File: config.mk
export PLATFORM = sky130hd
export DESIGN_NAME = circ_failover_sel
export DESIGN_NICKNAME = d
export VERILOG_FILES = /design/src/rtl/circ_fo_pkg.sv /design/src/rtl/circ_fo_mask_ram.sv /design/src/rtl/circ_fo_prio_match.sv /design/src/rtl/circ_failover_sel.sv
export SDC_FILE = /design/constraint.sdc
export NUM_CORES = 1
export LEC_CHECK = 0
export ABC_AREA = 1
export BUFFER_PORTS_ARGS = -buffer_cell sky130_fd_sc_hd__buf_2
export CORE_AREA = 5 5 88 66
export DETAILED_ROUTE_END_ITERATION = 8
export DIE_AREA = 0 0 93 71
export GPL_TIMING_DRIVEN = 0
export PLACE_DENSITY = 0.7
export SLEW_MARGIN = 15
export SYNTH_ARGS = -nofsm -noshare
export SYNTH_HDL_FRONTEND = slang
export SYNTH_HIERARCHICAL = 1
export SYNTH_SLANG_ARGS = --single-unit
File: constraint.sdc
create_clock -name clk -period 1.9 [get_ports clk]
set_input_delay 0.57 -clock clk [delete_from_list [all_inputs] [get_ports clk]]
set_output_delay 0.57 -clock clk [all_outputs]
set_load 0.02 [all_outputs]
File: src/rtl/circ_fo_pkg.sv
package circ_fo_pkg;

  // Port number (1-based) named by mask bit i (0-based) in a k-port switch.
  function automatic int unsigned bit_port(input int unsigned i, input int unsigned k);
    return (i % k) + 1;
  endfunction

  // Number of bits needed for a group address.
  function automatic int unsigned addr_bits(input int unsigned n);
    return (n > 1) ? $clog2(n) : 1;
  endfunction

endpackage

File: src/rtl/circ_fo_mask_ram.sv
module circ_fo_mask_ram #(
  parameter int NPORTS  = 4,
  parameter int NGROUPS = NPORTS,
  parameter int MASKW   = 2*NPORTS-1,
  parameter int AW      = circ_fo_pkg::addr_bits(NGROUPS)
) (
  input  logic             clk,
  input  logic             we,
  input  logic [AW-1:0]    waddr,
  input  logic [MASKW-1:0] wdata,
  input  logic             re,
  input  logic [AW-1:0]    raddr,
  output logic [MASKW-1:0] rdata
);

  logic [MASKW-1:0] mem [NGROUPS];

  function automatic logic [MASKW-1:0] window(input int unsigned start);
    logic [MASKW-1:0] m;
    m = '0;
    for (int b = 0; b < NPORTS; b++) m[start + b] = 1'b1;
    return m;
  endfunction

  // Power-up contents: one circular window per group.
  initial begin
    for (int a = 0; a < NGROUPS; a++) mem[a] = window(a % NPORTS);
  end

  // Single write port, registered read, read-first on a collision.
  always_ff @(posedge clk) begin
    if (we && ({1'b0, waddr} < (AW+1)'(NGROUPS))) mem[waddr] <= wdata;
    if (re) begin
      if ({1'b0, raddr} < (AW+1)'(NGROUPS)) rdata <= mem[raddr];
      else                                  rdata <= '0;
    end
  end

endmodule

File: src/rtl/circ_fo_prio_match.sv
module circ_fo_prio_match #(
  parameter int NPORTS = 4,
  parameter int MASKW  = 2*NPORTS-1,
  parameter int PW     = $clog2(NPORTS+1)
) (
  input  logic [MASKW-1:0]  mask,
  input  logic [NPORTS-1:0] live,
  output logic              found,
  output logic [PW-1:0]     port
);

  logic [MASKW-1:0] hit;

  // One ternary entry per mask position: its mask bit and its port's live bit.
  for (genvar i = 0; i < MASKW; i++) begin : g_entry
    assign hit[i] = mask[i] & live[i % NPORTS];
  end

  // Lowest matching entry wins.
  always_comb begin
    found = 1'b0;
    port  = '0;
    for (int i = MASKW-1; i >= 0; i--) begin
      if (hit[i]) begin
        found = 1'b1;
        port  = PW'(circ_fo_pkg::bit_port(i, NPORTS));
      end
    end
  end

endmodule

File: src/rtl/circ_failover_sel.sv
module circ_failover_sel #(
  parameter int NPORTS  = 4,
  parameter int NGROUPS = NPORTS,
  localparam int MASKW  = 2*NPORTS-1,
  localparam int GW     = circ_fo_pkg::addr_bits(NGROUPS),
  localparam int PW     = $clog2(NPORTS+1)
) (
  input  logic              clk,
  input  logic              rst,
  input  logic              mask_we,
  input  logic [GW-1:0]     mask_addr,
  input  logic [MASKW-1:0]  mask_wdata,
  input  logic              live_we,
  input  logic [NPORTS-1:0] live_wdata,
  input  logic              req_valid,
  input  logic [GW-1:0]     req_group,
  output logic              rsp_valid,
  output logic [PW-1:0]     rsp_port,
  output logic              rsp_noroute
);

  logic [NPORTS-1:0] live_q;
  logic [NPORTS-1:0] live_s1;
  logic              vld_s1;
  logic [MASKW-1:0]  mask_s1;
  logic              hit_any;
  logic [PW-1:0]     hit_port;

  // Liveness register.
  always_ff @(posedge clk) begin
    if (rst)          live_q <= '0;
    else if (live_we) live_q <= live_wdata;
  end

  // Stage 1: mask lookup, liveness snapshot taken with the request.
  circ_fo_mask_ram #(
    .NPORTS (NPORTS),
    .NGROUPS(NGROUPS),
    .MASKW  (MASKW),
    .AW     (GW)
  ) u_mask (
    .clk  (clk),
    .we   (mask_we),
    .waddr(mask_addr),
    .wdata(mask_wdata),
    .re   (req_valid),
    .raddr(req_group),
    .rdata(mask_s1)
  );

  always_ff @(posedge clk) begin
    if (rst) begin
      vld_s1  <= 1'b0;
      live_s1 <= '0;
    end else begin
      vld_s1 <= req_valid;
      if (req_valid) live_s1 <= live_q;
    end
  end

  // Stage 2: priority match.
  circ_fo_prio_match #(
    .NPORTS(NPORTS),
    .MASKW (MASKW),
    .PW    (PW)
  ) u_match (
    .mask (mask_s1),
    .live (live_s1),
    .found(hit_any),
    .port (hit_port)
  );

  always_ff @(posedge clk) begin
    if (rst) begin
      rsp_valid   <= 1'b0;
      rsp_port    <= '0;
      rsp_noroute <= 1'b0;
    end else begin
      rsp_valid <= vld_s1;
      if (vld_s1) begin
        rsp_port    <= hit_port;
        rsp_noroute <= ~hit_any;
      end
    end
  end

endmodule

==> summary.md <==
| Metric | Value |
|---|---|
| Power per cell area | `853 mW/mm^2` |
| Pin count of the biggest net entering global routing | `17` |
| Seq/Total Area, Yosys | `63.1%` |
| Root Driver | `clkbuf_8` |
| Pre-antenna DRT Iters | `4` |
| Initial drt markers | `47` |
| Hold Crit Start | `rst` |
| Synth area leader | `edfxtp_1` |
| Post-synthesis cell count | `232` |
| CTS resizes | `0` |
| Least-Margin Pin Slew | `1160 ps` |
| RSZ-0062 raised after global routing | `false` |
| Syn Area/Cell | `9.09 sq um` |
| Max Transition Viols Final | `0` |
| Worst Setup SP | `mask_addr[0]` |
| Critical path endpoint category | `register` |
| Max stage delay on crit path | `930 ps` |
| DR vias/cell | `4.38` |
| Cell Area, Synth | `0.00211 sq mm` |
| Synth top area share | `49.8%` |
| Worst skew pair latency | `300 ps` |
| Die Span Y | `71 um` |
| Cell area after layout | `0.00239 sq mm` |
| Critical path type | `in2reg` |
| Placer Congestion | `0.824` |
| Post-synthesis cell type count | `15` |
| Starting density of the core | `42.6%` |
| Fmax | `591 MHz` |
| Post-Place Cells | `314` |
| Detailed Route WL | `3430 um` |
| Layout fillers | `473` |
| CTS tree | `yes` |
| Asr flop ratio synth | `0%` |
| Number of flops mapped to enable cells by yosys | `35` |
| Critical Path Slowest Stage Cell | `nor3_1` |
| Vias after detailed routing | `1,411` |
| First-pass GRT wire length | `5990 um` |
| Die X | `93 um` |
| Fin crit period | `1690 ps` |
| Clock sink total | `49` |
| HPWL after DPL | `2420 um` |
| Commonest cells post-synth | `nand2_1 (71), inv_1 (49), edfxtp_1 (35)` |
| Area grow syn2layout | `13.2%` |
| Period utilization | `89.1%` |
| CP Cell Sequence | `buf_2 -> nor3_1` |
| Startpoint types | `input port` |
| Synth area leaders | `edfxtp_1 (50%), dfxtp_1 (13%), nand2_1 (13%)` |
| Top_reg_cell synth | `edfxtp_1` |
| Vias in the first global route | `1,351` |
| Status | `finished clean` |
| Placeable Area | `0.00495 sq mm` |
| Leakage | `0.00116 uW` |
| Total Nets Final | `281` |
| Number of setup buffers added after CTS | `0` |
| Gr ovfl total | `0` |
| DRC Markers | `0` |
| Slew HR | `21.8%` |
| WL per Instance | `10.6 um` |
| Port-buffer cells | `22` |
| Initial antenna violation count | `0` |
| Final Instance Count excl. Fillers | `322` |
| DIE AREA | `0.00660 sq mm` |
| CTS Buffer Depth | `2` |
| IO Pins | `25` |
| Hold Buf Count CTS | `0` |
| Syn nets | `252` |
| CTS Buf Count | `5` |
| Final setup viols | `0` |
| Max H-tree Level | `2` |
| Most common cell in the netlist | `nand2_1` |
| Diodes inserted | `0` |
| Ys Warns | `6` |
| R2R Path Start | `u_mask/rdata[3]$_DFFE_PP_` |
| Final hold violations | `0` |
| WP data required | `1820 ps` |
| FF+latch count, synth | `49` |
| CP delay by family, top | `simple AND/OR/NAND/NOR gates` |
| Critical Path Fanout Max | `7` |
| Worst EP arrival | `1610 ps` |
| Peak supply drop | `0.464 mV` |
| Worst path buffer plus inverter count | `1` |
| Hold WC Path Type | `in2reg` |
| Placed Area | `0.00229 sq mm` |
| # rows | `22` |
| # Max-Cap Violations | `0` |
| Clock Skews | `5.47 ps` |
| Clk slew on worst S/H paths | `90 ps` |
| Post-route ant nets | `0` |
| Proportion of layout cells with a drive suffix above 1 | `20.2%` |
| GRT Overall Usage | `11.5%` |
## stage by stage
| stage | hold slack, ps | setup slack [ps] | TNS [ps] | util, % | total power, uW |
|---|---|---|---|---|---|
| after floorplan | 455 | 337 | 0 | - | 1390 |
| after global placement | 453 | -143 | -2890 | 46.3 | 1450 |
| after detailed placement | 462 | -215 | -4190 | 46.3 | 1460 |
| after CTS | 443 | 120 | 0 | 48.1 | 2070 |
| after global routing | 450 | 169 | 0 | 48.2 | 2150 |
| final | 459 | 208 | 0 | 48.2 | 2040 |
## where the power goes
part	internal [uW]	switching (uW)	total, uW
Combinational	76.9	129	206
Clock	259	343	602
Sequential	1210	20.7	1230
Total	1540	492	2040
## kinds of logic (layout without fill, tap and decap cells)
| group | count (synthesis) | count (layout) | share of synthesized area, % |
|---|---|---|---|
| simple gates | 122 | 122 | 24.4 |
| compound gates | 2 | 2 | 0.771 |
| buf+inv | 59 | 89 | 11.7 |
| flops | 49 | 49 | 63.1 |
## registers in the layout, summed over array words and instances, names as in the netlist
signal,flops
live_q,4
u_mask/mem,28
vld_s1,1
rsp_valid,1
rsp_noroute,1
live_s1,4
u_mask/rdata,7
rsp_port,3
## worst paths after layout
check | end | slack [ps] | cells past startpoint
hold / removal | rsp_valid$_SDFF_PP0_ | 460 | 2
setup / recovery | u_mask/mem[0][5]$_DFFE_PP_ | 210 | 2
setup reg to reg | rsp_port[1]$_SDFFE_PP0P_ | 850 | 9
hold reg to reg | rsp_port[2]$_SDFFE_PP0P_ | 470 | 2
## cells in the final DEF, fill, tap and decap left out, types with 2 or more instances in the layout
| master | synthesis | final |
|---|---|---|
| inv_1 | 49 | 49 |
| nor2_2 | 9 | 9 |
| buf_2 | 3 | 25 |
| edfxtp_1 | 35 | 35 |
| nand2_2 | 3 | 3 |
| nor3_1 | 5 | 4 |
| buf_4 | 2 | 2 |
| dfxtp_1 | 14 | 14 |
| nor2_1 | 18 | 18 |
| nand2_1 | 71 | 71 |
| clkbuf_8 | 0 | 5 |
| buf_6 | 2 | 2 |
| inv_2 | 3 | 3 |
| nand3_1 | 16 | 16 |
## cell type report
type                    instances  area, sq um  area share [%]
inverters                      52          195            8.17
plain buffers                   7         52.6            2.20
flip-flops and latches         49         1330            55.7
multi-input cells             124          536            22.4
clock inverters                 3         20.0           0.838
well taps                      60         75.1            3.14
repair buffers                 22          110            4.61
clock buffers                   5         68.8            2.88
## layer usage
| layer | global-route usage [%] | share of wire, % |
|---|---|---|
| met1 | 14.5 | 49 |
| met2 | 18.0 | 44 |
| met3 | 4.36 | 6.0 |
| met4 | 4.23 | 0.61 |
| met5 | 0 | 0 |
No activity file was read; power rests on OpenSTA's default activity.
